$ cat src/rtl/sbt_pkg.sv
package sbt_pkg;

    typedef enum logic [1:0] {
        IVL_SHORT = 2'b00,
        IVL_MED   = 2'b01,
        IVL_LONG  = 2'b10,
        IVL_MAX   = 2'b11
    } ivl_sel_e;

    typedef enum logic [1:0] {
        RP_AWAKE,
        RP_FORCED,
        RP_BLOCKED,
        RP_DUTY
    } ref_policy_e;

    typedef struct packed {
        logic asleep;
        logic no_buzz;
        logic dis_buzz;
    } slp_ctl_t;

    // log2 of the interval length for a select code
    function automatic int unsigned ivl_log2(ivl_sel_e s, int unsigned base, int unsigned step);
        return base + step * int'(s);
    endfunction

    // fixed priority: awake, then force-on, then disable, then duty bursts
    function automatic ref_policy_e pick_policy(slp_ctl_t c);
        if (!c.asleep)       return RP_AWAKE;
        else if (c.no_buzz)  return RP_FORCED;
        else if (c.dis_buzz) return RP_BLOCKED;
        else                 return RP_DUTY;
    endfunction

endpackage

$ cat src/rtl/sbt_interval_ctr.sv
module sbt_interval_ctr
    import sbt_pkg::*;
#(
    parameter int unsigned BASE_LOG2 = 6,
    parameter int unsigned STEP_LOG2 = 3
) (
    input  logic     clk,
    input  logic     rst,
    input  logic     tick_en_i,
    input  ivl_sel_e sel_i,
    output logic     wrap_o,
    output logic     wake_o
);
    localparam int unsigned CW = BASE_LOG2 + 3 * STEP_LOG2;

    ivl_sel_e      sel_q;
    logic [CW-1:0] cnt_q;
    logic [CW-1:0] last_v;

    always_comb begin
        last_v = CW'((64'd1 << ivl_log2(sel_q, BASE_LOG2, STEP_LOG2)) - 64'd1);
        // >= lets a shrunk select wrap at once instead of running past
        wrap_o = tick_en_i && (cnt_q >= last_v);
    end

    always_ff @(posedge clk) begin
        if (rst) begin
            sel_q  <= IVL_SHORT;
            cnt_q  <= '0;
            wake_o <= 1'b0;
        end else begin
            sel_q  <= sel_i;
            wake_o <= wrap_o;
            if (wrap_o)
                cnt_q <= '0;
            else if (tick_en_i)
                cnt_q <= cnt_q + 1'b1;
        end
    end

    AST_WAKE_SINGLE: assert property (@(posedge clk) disable iff (rst)
        wake_o |=> !wake_o);
    AST_WAKE_NEEDS_TICK: assert property (@(posedge clk) disable iff (rst)
        wake_o |-> $past(tick_en_i));
    AST_CNT_FROZEN: assert property (@(posedge clk) disable iff (rst)
        !tick_en_i |=> $stable(cnt_q));

endmodule

$ cat src/rtl/sbt_watchdog.sv
module sbt_watchdog #(
    parameter int unsigned WRAPS = 3
) (
    input  logic clk,
    input  logic rst,
    input  logic wrap_i,
    input  logic clear_i,
    output logic expire_o
);
    localparam int unsigned WW = $clog2(WRAPS + 1);
    localparam logic [WW-1:0] LAST = WW'(WRAPS - 1);

    logic [WW-1:0] wcnt_q;

    always_ff @(posedge clk) begin
        if (rst) begin
            wcnt_q   <= '0;
            expire_o <= 1'b0;
        end else begin
            expire_o <= 1'b0;
            if (clear_i) begin
                wcnt_q <= '0;
            end else if (wrap_i) begin
                if (wcnt_q == LAST) begin
                    wcnt_q   <= '0;
                    expire_o <= 1'b1;
                end else begin
                    wcnt_q <= wcnt_q + 1'b1;
                end
            end
        end
    end

    AST_CLEAR_QUIET: assert property (@(posedge clk) disable iff (rst)
        $past(clear_i) |-> !expire_o);
    AST_EXPIRE_NEEDS_WRAP: assert property (@(posedge clk) disable iff (rst)
        expire_o |-> $past(wrap_i));

endmodule

$ cat src/rtl/sbt_ref_power.sv
module sbt_ref_power
    import sbt_pkg::*;
#(
    parameter int unsigned BUZZ_TICKS = 4
) (
    input  logic     clk,
    input  logic     rst,
    input  logic     tick_en_i,
    input  slp_ctl_t ctl_i,
    input  logic     duty_tick_i,
    output logic     ref_en_o
);
    localparam int unsigned BW = $clog2(BUZZ_TICKS + 1);

    logic [BW-1:0] bz_q, bz_d;
    ref_policy_e   pol;
    logic          ref_d;

    always_comb begin
        pol  = pick_policy(ctl_i);
        bz_d = bz_q;
        if (!ctl_i.asleep)
            bz_d = '0;
        else if (duty_tick_i)
            bz_d = BW'(BUZZ_TICKS);
        else if (tick_en_i && bz_q != '0)
            bz_d = bz_q - 1'b1;

        case (pol)
            RP_AWAKE, RP_FORCED: ref_d = 1'b1;
            RP_BLOCKED:          ref_d = 1'b0;
            default:             ref_d = (bz_d != '0);
        endcase
    end

    always_ff @(posedge clk) begin
        if (rst) begin
            bz_q     <= '0;
            ref_en_o <= 1'b1;
        end else begin
            bz_q     <= bz_d;
            ref_en_o <= ref_d;
        end
    end

    AST_AWAKE_ON: assert property (@(posedge clk) disable iff (rst)
        !$past(ctl_i.asleep) |-> ref_en_o);
    AST_FORCE_ON: assert property (@(posedge clk) disable iff (rst)
        $past(ctl_i.asleep && ctl_i.no_buzz) |-> ref_en_o);
    AST_BLOCK_OFF: assert property (@(posedge clk) disable iff (rst)
        (!$past(rst) && $past(ctl_i.asleep && ctl_i.dis_buzz && !ctl_i.no_buzz))
        |-> !ref_en_o);
    AST_DUTY_START: assert property (@(posedge clk) disable iff (rst)
        $past(ctl_i.asleep && !ctl_i.no_buzz && !ctl_i.dis_buzz && duty_tick_i)
        |-> ref_en_o);

endmodule

$ cat src/rtl/sleep_buzz_timer.sv
module sleep_buzz_timer
    import sbt_pkg::*;
#(
    parameter int unsigned BASE_LOG2  = 6,
    parameter int unsigned STEP_LOG2  = 3,
    parameter int unsigned WDT_WRAPS  = 3,
    parameter int unsigned BUZZ_TICKS = 4
) (
    input  logic       clk,
    input  logic       rst,
    input  logic       slow_tick_en,
    input  logic       asleep,
    input  logic [1:0] ivl_sel,
    input  logic       buzz_disable,
    input  logic       buzz_force_on,
    input  logic       duty_tick,
    input  logic       wdt_clear,
    output logic       wake_pulse,
    output logic       ref_pwr_en,
    output logic       wdt_reset
);
    logic     wrap;
    slp_ctl_t ctl;

    assign ctl = '{asleep: asleep, no_buzz: buzz_force_on, dis_buzz: buzz_disable};

    sbt_interval_ctr #(
        .BASE_LOG2(BASE_LOG2),
        .STEP_LOG2(STEP_LOG2)
    ) u_ivl (
        .clk      (clk),
        .rst      (rst),
        .tick_en_i(slow_tick_en),
        .sel_i    (ivl_sel_e'(ivl_sel)),
        .wrap_o   (wrap),
        .wake_o   (wake_pulse)
    );

    sbt_watchdog #(
        .WRAPS(WDT_WRAPS)
    ) u_wdt (
        .clk     (clk),
        .rst     (rst),
        .wrap_i  (wrap),
        .clear_i (wdt_clear),
        .expire_o(wdt_reset)
    );

    sbt_ref_power #(
        .BUZZ_TICKS(BUZZ_TICKS)
    ) u_ref (
        .clk        (clk),
        .rst        (rst),
        .tick_en_i  (slow_tick_en),
        .ctl_i      (ctl),
        .duty_tick_i(duty_tick),
        .ref_en_o   (ref_pwr_en)
    );

    AST_WDT_ON_WAKE: assert property (@(posedge clk) disable iff (rst)
        wdt_reset |-> wake_pulse);

endmodule

$ cat config.mk
export PLATFORM = sky130hd
export DESIGN_NAME = sleep_buzz_timer
export DESIGN_NICKNAME = d
export VERILOG_FILES = /design/src/rtl/sbt_pkg.sv /design/src/rtl/sbt_interval_ctr.sv /design/src/rtl/sbt_watchdog.sv /design/src/rtl/sbt_ref_power.sv /design/src/rtl/sleep_buzz_timer.sv
export SDC_FILE = /design/constraint.sdc
export NUM_CORES = 1
export LEC_CHECK = 0
export CAP_MARGIN = 10
export CORE_AREA = 2 2 59 61
export CTS_CLUSTER_SIZE = 20
export DETAILED_ROUTE_END_ITERATION = 10
export DIE_AREA = 0 0 61 63
export DONT_BUFFER_PORTS = 1
export PLACE_DENSITY = 0.62
export SYNTH_ARGS = -nofsm -noshare
export SYNTH_HDL_FRONTEND = slang
export SYNTH_HIERARCHICAL = 1
export SYNTH_SLANG_ARGS = --single-unit
export TNS_END_PERCENT = 30
$ cat constraint.sdc
create_clock -name clk -period 4.5 [get_ports clk]
set_input_delay 0.9 -clock clk [delete_from_list [all_inputs] [get_ports clk]]
set_output_delay 0.9 -clock clk [all_outputs]
set_load 0.02 [all_outputs]
==> flow_summary.toml, run 1 <==
[outcome]
status = "complete, no violations"

[grt]
first_global_vias = 1069
grt_pass1_wl_microns = 4770
antenna_found_initial = 0
grt_util_all_layers_pct = 16.1
overflow = 0
grt_max_degree = 23

[routing]
drtIter0Drc = 31
avgRoutedWirePerCell_microns = 13.2
vias = 1070
ant_nets = 0
wl_microns = 2710
drc = 0
first_pass_iters = 4
via_per_inst = 5.22

[setup_path]
rr_worst_depth = 8
critPathMaxFanout = 20
end_kind = "flip-flop"
worst-r2r-setup-slack_ps = 1670
critPathKind = "flip-flop to flip-flop"
critPathRequiredTime_ps = 4750
cp-start-kind = "flip-flop"
timing.critical_path.arrival_ps = 3080

[cts]
cts_inserted_buffers = 3
cts_tree = "done"
cts_root_buffer = "clkbuf_4"
clkTransAtPathRegs_ps = 130
cts.repair.resized = 0
clock_path_buffers = 2
ctsHoldBuffers = 0
cts.sinks = 25
post_cts_buffers = 0
cts-htree-levels = 1
clk_latency_ps = 310

[sta]
fin_crit_ps = 2830
hold_viol_final = 0
setup_ws_ps = 1670
maxSlewHeadroom_pct = 50.5
fmax_mhz = 353
drv_slew = 0
timing.final.crit_share_pct = 62.9
rsz0062_at_grt = "no"
fin_skew_ps = 2.80
worstMarginPinSlew_ps = 742
setup_tns_ps = 0
setup_violations = 0

[pwr]
intPower_uw = 271
seqPwrFrac_pct = 64.7
total_power_uw = 354
clkPwrFrac_pct = 27.9
power_leakage_uw = 0.000599
vdd_drop_max_mv = 0.182
switchingPower_uw = 83.9
p_per_area_nw_per_um2 = 226
swShare_pct = 23.7
combPwrFrac_pct = 7.4

[synth]
yosysWarnings = 6
synth-main-ff-cell = "dfxtp_1"
synthArstFlopShare_pct = 0
yosysSeqAreaShare_pct = 33.1
synth-seq-cells = 25
yosysMostFrequentCell = "dfxtp_1"
synth_edf_count = 0
synth_common_cells = "dfxtp_1 (25), ha_1 (17), inv_1 (11)"
synth_top_area_cell = "dfxtp_1"
synth.cell_area_sq_um = 1510
yosysUniqueCellTypes = 40
syn-instance-count = 158
yosys-top-cells-area = "dfxtp_1 (33%), ha_1 (14%), nor3_2 (6.0%)"
synth_top_area_share_pct = 33.1
avgSynthCellArea_sq_um = 9.57

[placement]
portBuffers = 0
place_ws_ps = 1690
hpwl_microns = 2050
finalWeightedCongestion = 0.758

[floorplan]
core_sq_um = 3230
fp.dieArea_sq_um = 3840
die_x_microns = 61
io_pins = 13
die_height_microns = 63
rows = 21
initial_utilization_pct = 46.8

[worst_hold_path]
worstHoldPathCells = 2
hp-class = "flip-flop to flip-flop"

[layout]
area_delta_synth_final_pct = 3.89
n_antenna_cell = 0
post_route_cells_drive_above_1_share_pct = 12.6
finalNetCount = 187

[flow_run]
max-cap-violations = 0
## power by group through the flow
stage | Combinational, uW | Clock [uW] | Sequential, uW
after floorplan | 25.8 | 0 | 233
after global placement | 24.6 | 0 | 234
after detailed placement | 25.6 | 0 | 234
after CTS | 25.9 | 106 | 229
after global routing | 30.4 | 115 | 230
final | 26.2 | 98.8 | 229
## cells in the final DEF (no fill, tap or decap), types with 2 or more instances in the layout
master,netlist,final
and3_1,3,3
nand2_1,10,10
conb_1,2,3
ha_1,17,17
nor3_1,8,8
nand3_1,3,3
xor2_1,10,10
nor2b_1,4,4
nand4_1,8,8
nand2b_1,3,3
a21o_1,2,2
dfxtp_1,25,25
o211ai_1,2,2
nor3_2,9,9
inv_1,11,11
nor2_1,9,9
xnor2_1,4,4
clkbuf_4,0,3
a21oi_1,5,5
## per-stage QoR
| step | utilization, % | hold slack, ps | cells | area [sq um] |
|---|---|---|---|---|
| 2_1_floorplan | - | 436 | 159 | 1520 |
| 3_3_place_gp | 47.8 | 455 | 201 | 1540 |
| 3_5_place_dp | 47.8 | 468 | 201 | 1540 |
| 4_1_cts | 48.6 | 489 | 205 | 1570 |
| 5_1_grt | 48.6 | 519 | 205 | 1570 |
| 6_report | 48.6 | 487 | 205 | 1570 |
## layout make-up
type,instances,area (sq um)
flip-flops and latches,25,500
clock inverters,1,5.00
multi-input cells,119,945
fillers,330,1660
well taps,46,57.6
clock buffers,3,22.5
inverters,11,41.3
## cell families after synthesis
logic type	after synthesis	synth area share, %
AND/OR/NAND/NOR	64	26.8
flip-flops	25	33.1
AO/OA/AOI/OAI	20	12.1
adder cells (fa/ha/maj)	17	14.1
buffers and inverters	15	4.71
XOR/XNOR	14	8.11
other	2	0.496
multiplexers	1	0.662
## state kept, by name, summed over array words and instances, names as in the netlist
signal,count
u_ivl/cnt_q,15
u_ref/bz_q,3
u_ivl/sel_q,2
u_wdt/wcnt_q,2
u_ivl/wake_o,1
u_ref/ref_en_o,1
u_wdt/expire_o,1
## critical path: stages, from the launching register on
cell      delay, ps
dfxtp_1         440
nand2_1         140
ha_1            340
nand4_1         120
nor2_1          230
a21oi_1         160
a31oi_4         660
or3b_1          440
a211oi_2        220
## per-layer routing
| metal | part of all wire (%) | track usage, % | vias up |
|---|---|---|---|
| met5 | 0 | 0 | - |
| met4 | 0.92 | 4.89 | 0 |
| met3 | 2.3 | 2.69 | 2 |
| met2 | 48 | 25.3 | 10 |
| met1 | 49 | 22.2 | 496 |
| li1 | - | - | 562 |
## worst paths after layout
check / start / end
max: u_ivl/sel_q[1] / u_wdt/wcnt_q[0]
min: u_wdt/wcnt_q[1] / u_wdt/expire_o
max reg2reg: u_ivl/sel_q[1] / u_wdt/wcnt_q[0]
min reg2reg: u_wdt/wcnt_q[1] / u_wdt/expire_o
Power figures use the tool's default switching activity.
==> run 2, diff against run 1 <==
- PLACE_DENSITY: 0.62 -> 0.65
- clock period: 4.5 -> 2.49 ns (I/O delays scaled with it)
==> flow_summary.toml, run 2 (synthesized netlist as in run 1, its figures left out) <==
[floorplan]
fp.dieArea_sq_um = 3840
die_x_microns = 61
io_pins = 13
core_sq_um = 3230
initial_utilization_pct = 46.8
die_height_microns = 63
rows = 21

[setup_path]
critPathKind = "flip-flop to flip-flop"
cp-start-kind = "flip-flop"
timing.critical_path.arrival_ps = 2520
path_cells = "nand2_1 -> ha_1 -> nand4_1 -> nor2_2 -> a21oi_1 -> a31oi_4 -> or3b_1 -> a211oi_2"
critPathRequiredTime_ps = 2750
slowest_stage = "dfxtp_1"
end_kind = "flip-flop"
max_stage_delay_ps = 430
critPathMaxFanout = 5

[routing]
drc = 0
ant_nets = 0
via_per_inst = 5.33
vias = 1097
avgRoutedWirePerCell_microns = 14.2
drtIter0Drc = 33
wl_microns = 2920
first_pass_iters = 4

[cts]
clock_path_buffers = 2
clkTransAtPathRegs_ps = 150
cts.repair.resized = 0
clk_latency_ps = 320
ctsHoldBuffers = 0
cts_tree = "done"
cts-htree-levels = 1
cts_root_buffer = "clkbuf_4"
post_cts_buffers = 0
cts.sinks = 25
cts_inserted_buffers = 3

[layout]
area_delta_synth_final_pct = 4.96
n_antenna_cell = 0
stdcell_count = 206
final_common_cell = "dfxtp_1"
final_cell_mix = "dfxtp_1 (25), ha_1 (17), inv_1 (11)"
reg_top3 = "u_ivl/cnt_q x15, u_ref/bz_q x3"
post_route_cells_drive_above_1_share_pct = 13.8
top_register = "u_ivl/cnt_q"
finalNetCount = 188
largest_reg_flops = 15

[pwr]
power_leakage_uw = 0.000601
intPower_uw = 491
p_per_area_nw_per_um2 = 410
switchingPower_uw = 160
clkPwrFrac_pct = 28.9
swShare_pct = 24.6
vdd_drop_max_mv = 0.254
combPwrFrac_pct = 7.4
seqPwrFrac_pct = 63.7
total_power_uw = 651

[sta]
fin_skew_ps = 11.3
fmax_mhz = 443
timing.final.crit_share_pct = 90.6
setup_ws_ps = 235
rsz0062_at_grt = "no"
fin_crit_ps = 2250
setup_tns_ps = 0
setup_violations = 0
hold_viol_final = 0
drv_slew = 0

[grt]
grt_util_all_layers_pct = 17.4
first_global_vias = 1181
grt_max_degree = 23
grt_pass1_wl_microns = 5170
antenna_found_initial = 0
overflow = 0

[placement]
place_ws_ps = 146
finalWeightedCongestion = 0.861
hpwl_microns = 2240
dp_cells = 202
portBuffers = 0

[flow_run]
max-cap-violations = 0

[outcome]
status = "complete, no violations"

[worst_hold_path]
hp-class = "input port to flip-flop"
==> run 2: changes by cell type in the layout (fill, tap and decap cells not counted) <==
cell	previous run	this run
clkinvlp_4	0	1
nor2_1	9	8
nor2_2	0	1
clkinv_2	1	0
buf_6	0	1
==> run 2: layout make-up <==
type / count / area (sq um)
Fill cell: 314 / 1640
Multi-Input combinational cell: 119 / 947
Sequential cell: 25 / 500
Tap cell: 46 / 57.6
Inverter: 11 / 41.3
Clock buffer: 3 / 22.5
Timing Repair Buffer: 1 / 11.3
Clock inverter: 1 / 7.51
==> run 2: final timing paths <==
path,slack [ps],cells after the start,start,endpoint
setup / recovery,240,8,u_ivl/sel_q[1],u_wdt/wcnt_q[0]
hold / removal,210,1,rst,u_wdt/wcnt_q[0]
setup reg to reg,240,8,u_ivl/sel_q[1],u_wdt/wcnt_q[0]
hold reg to reg,490,2,u_wdt/wcnt_q[1],u_wdt/expire_o
==> run 2: per-layer routing <==
layer	vias up	share of wire (%)	track usage, %
li1	561	-	-
met1	519	46	23.1
met2	15	49	28.2
met3	2	3.4	2.90
met4	0	0.79	5.71
met5	-	0	0
==> run 2: per-stage QoR <==
stage               hold slack, ps  instance area (sq um)  util (%)
CTS                            196                   1580      48.9
global route                   187                   1590      49.1
detailed placement             487                   1550      48.0
finish                         211                   1590      49.1
floorplan                      436                   1520         -
global placement               475                   1550      48.0
==> run 2: worst max-delay path, delay by kind of cell, from the launching register on <==
family / cells / cell delay (ps)
AND/OR/NAND/NOR: 4 / 840
AO/OA/AOI/OAI: 3 / 590
flip-flops: 1 / 430
adder cells (fa/ha/maj): 1 / 330
==> run 2: power groups by stage <==
stage                     registers [uW]  logic (uW)  clock network (uW)
final                                414        48.3                 188
after global routing                 416        56.3                 210
after CTS                            415        47.3                 200
after detailed placement             423        47.0                   0
after global placement               422        45.1                   0
after floorplan                      421        46.7                   0
==> run 3, diff against run 2 <==
- ABC_AREA: unset -> 1
- PLACE_DENSITY: 0.65 -> 0.66
==> flow_summary.toml, run 3 <==
[synth]
synth-seq-cells = 25
synth_common_cells = "nand2_1 (46), inv_1 (32), nor2_1 (31)"
synth.cell_area_sq_um = 1560
yosysUniqueCellTypes = 25
yosysWarnings = 6
synth_top_area_cell = "dfxtp_1"
avgSynthCellArea_sq_um = 7.30
syn-instance-count = 214
synthAdderAreaFrac_pct = 13.6
yosysMostFrequentCell = "nand2_1"
synthXorXnorAreaFrac_pct = 6.73
synth_edf_count = 0
synth_top_family_by_area = "simple AND/OR/NAND/NOR gates"
synthMuxAreaShare_pct = 0.641
synthArstFlopShare_pct = 0
synth-simple-area-share_pct = 35.2
synth_top_area_share_pct = 32.0
yosysSeqAreaShare_pct = 32.0
synth_compound_area_share_pct = 2.16
synth-main-ff-cell = "dfxtp_1"
yosys-top-cells-area = "dfxtp_1 (32%), ha_1 (14%), nand2_1 (11%)"

[cts]
cts_tree = "done"
clk_latency_ps = 320
cts_inserted_buffers = 3
cts-htree-levels = 1
ctsHoldBuffers = 0
clock_path_buffers = 2
post_cts_buffers = 0
clkTransAtPathRegs_ps = 140
cts.repair.resized = 0
cts_root_buffer = "clkbuf_4"
cts.sinks = 25

[floorplan]
rows = 21
fp.dieArea_sq_um = 3840
initial_utilization_pct = 48.4
die_x_microns = 61
die_height_microns = 63
core_sq_um = 3230
io_pins = 13

[setup_path]
timing.critical_path.arrival_ps = 2040
cpMostUsedCell = "nand2_1"
critPathRequiredTime_ps = 2730
cp-start-kind = "flip-flop"
rr_worst_depth = 13
slowest_stage = "dfxtp_1"
critPathKind = "flip-flop to flip-flop"
critPathMaxFanout = 5
end_kind = "flip-flop"
path_cells = "nand2_1 -> ha_1 -> nand2_1 -> inv_1 -> nand3_1 -> a21oi_1 -> nor2_1 -> nand2_1 -> nand2_2 -> inv_1 -> nand2_2 -> o21ai_1 -> nor2_1"
max_stage_delay_ps = 400

[layout]
nFillCells = 343
area_delta_synth_final_pct = 5.12
n_antenna_cell = 0
fin_area_sq_um = 1640
final_cell_mix = "nand2_1 (46), inv_1 (32), nor2_1 (31)"
finalNetCount = 246
top_register = "u_ivl/cnt_q"
largest_reg_flops = 15
final_common_cell = "nand2_1"
post_route_cells_drive_above_1_share_pct = 11.0
reg_top3 = "u_ivl/cnt_q x15, u_ref/bz_q x3"

[grt]
first_global_vias = 1129
grt_max_degree = 16
grt_util_all_layers_pct = 16.8
grt_pass1_wl_microns = 4930
antenna_found_initial = 0
overflow = 0

[worst_hold_path]
hp-class = "input port to flip-flop"
worstHoldPathCells = 1

[flow_run]
max-cap-violations = 0

[routing]
first_pass_iters = 4
drc = 0
drtIter0Drc = 60
vias = 1195
via_per_inst = 4.53
avgRoutedWirePerCell_microns = 9.86
ant_nets = 0
wl_microns = 2600

[pwr]
p_per_area_nw_per_um2 = 402
vdd_drop_max_mv = 0.188
power_leakage_uw = 0.000774

[sta]
setup_tns_ps = 0
fmax_mhz = 553
fin_skew_ps = 2.04
fin_crit_ps = 1810
drv_slew = 0
rsz0062_at_grt = "no"
timing.final.crit_share_pct = 72.6
setup_violations = 0
hold_viol_final = 0

[placement]
portBuffers = 0
finalWeightedCongestion = 0.794
hpwl_microns = 2070
postPlaceCellArea_sq_um = 1610

[outcome]
status = "complete, no violations"
==> run 3: cell count changes in the layout (fill, tap and decap cells not counted), moves of 4 or more <==
cell     change
nand2_1     +36
nand3_1     +11
nand2_2      +6
nand4_1      -7
nor3_2       -9
nor2b_1      -4
nor2_1      +23
nor3_1       -6
inv_1       +21
==> run 3: cell families after synthesis <==
kind of cell | after synthesis
buffers and inverters | 36
xor gates and xnor gates | 12
other | 2
AOI/OAI and AO/OA | 6
muxes | 1
and+or+nand+nor | 115
adders and majority gates | 17
DFF | 25
==> run 3: critical path, delay by kind of cell, from the launching register on <==
kind | cells | cell delay (ps)
flops | 1 | 400
fa+ha+maj | 1 | 340
compound gates | 2 | 200
simple gates | 8 | 600
buf+inv | 2 | 180
==> run 3: stage by stage <==
stage          cells  setup slack, ps  util, %  hold WS, ps  total power, uW
2_1_floorplan    215              856        -          430              471
3_5_place_dp     260              692     49.9          453              480
4_1_cts          264              668     50.8          203              676
6_report         264              682     50.8          221              660
3_3_place_gp     260              725     49.9          457              479
5_1_grt          264              462     50.8          183              706
==> run 3: worst paths after layout <==
| check | start | slack [ps] | end |
|---|---|---|---|
| setup / recovery | u_ivl/sel_q[1] | 680 | u_wdt/wcnt_q[1] |
| hold / removal | rst | 220 | u_ivl/sel_q[0] |
| setup reg to reg | u_ivl/sel_q[1] | 680 | u_wdt/wcnt_q[1] |
| hold reg to reg | u_wdt/wcnt_q[1] | 470 | u_wdt/expire_o |
==> run 3: layer usage <==
layer / track usage [%] / routed length, microns / vias up
met1: 24.4 / 1350 / 515
met4: 5.71 / 25 / 0
met3: 3.52 / 63 / 4
met2: 24.2 / 1160 / 14
li1: - / - / 662
met5: 0 / 0 / -
==> run 3: area by class of cell <==
| cell class | count | area [sq um] | area share (%) |
|---|---|---|---|
| clock buffer | 3 | 22.5 | 1.37 |
| clock inverter | 1 | 7.51 | 0.457 |
| inverter | 35 | 131 | 8.00 |
| multi-input combinational | 154 | 923 | 56.2 |
| sequential | 25 | 500 | 30.5 |
| tap | 46 | 57.6 | 3.50 |
==> run 3: where the power goes <==
| group | switching, uW | total [uW] | internal [uW] |
|---|---|---|---|
| Clock | 127 | 188 | 61.4 |
| Combinational | 33.1 | 55.8 | 22.7 |
| Sequential | 8.48 | 416 | 407 |
| Total | 168 | 660 | 491 |
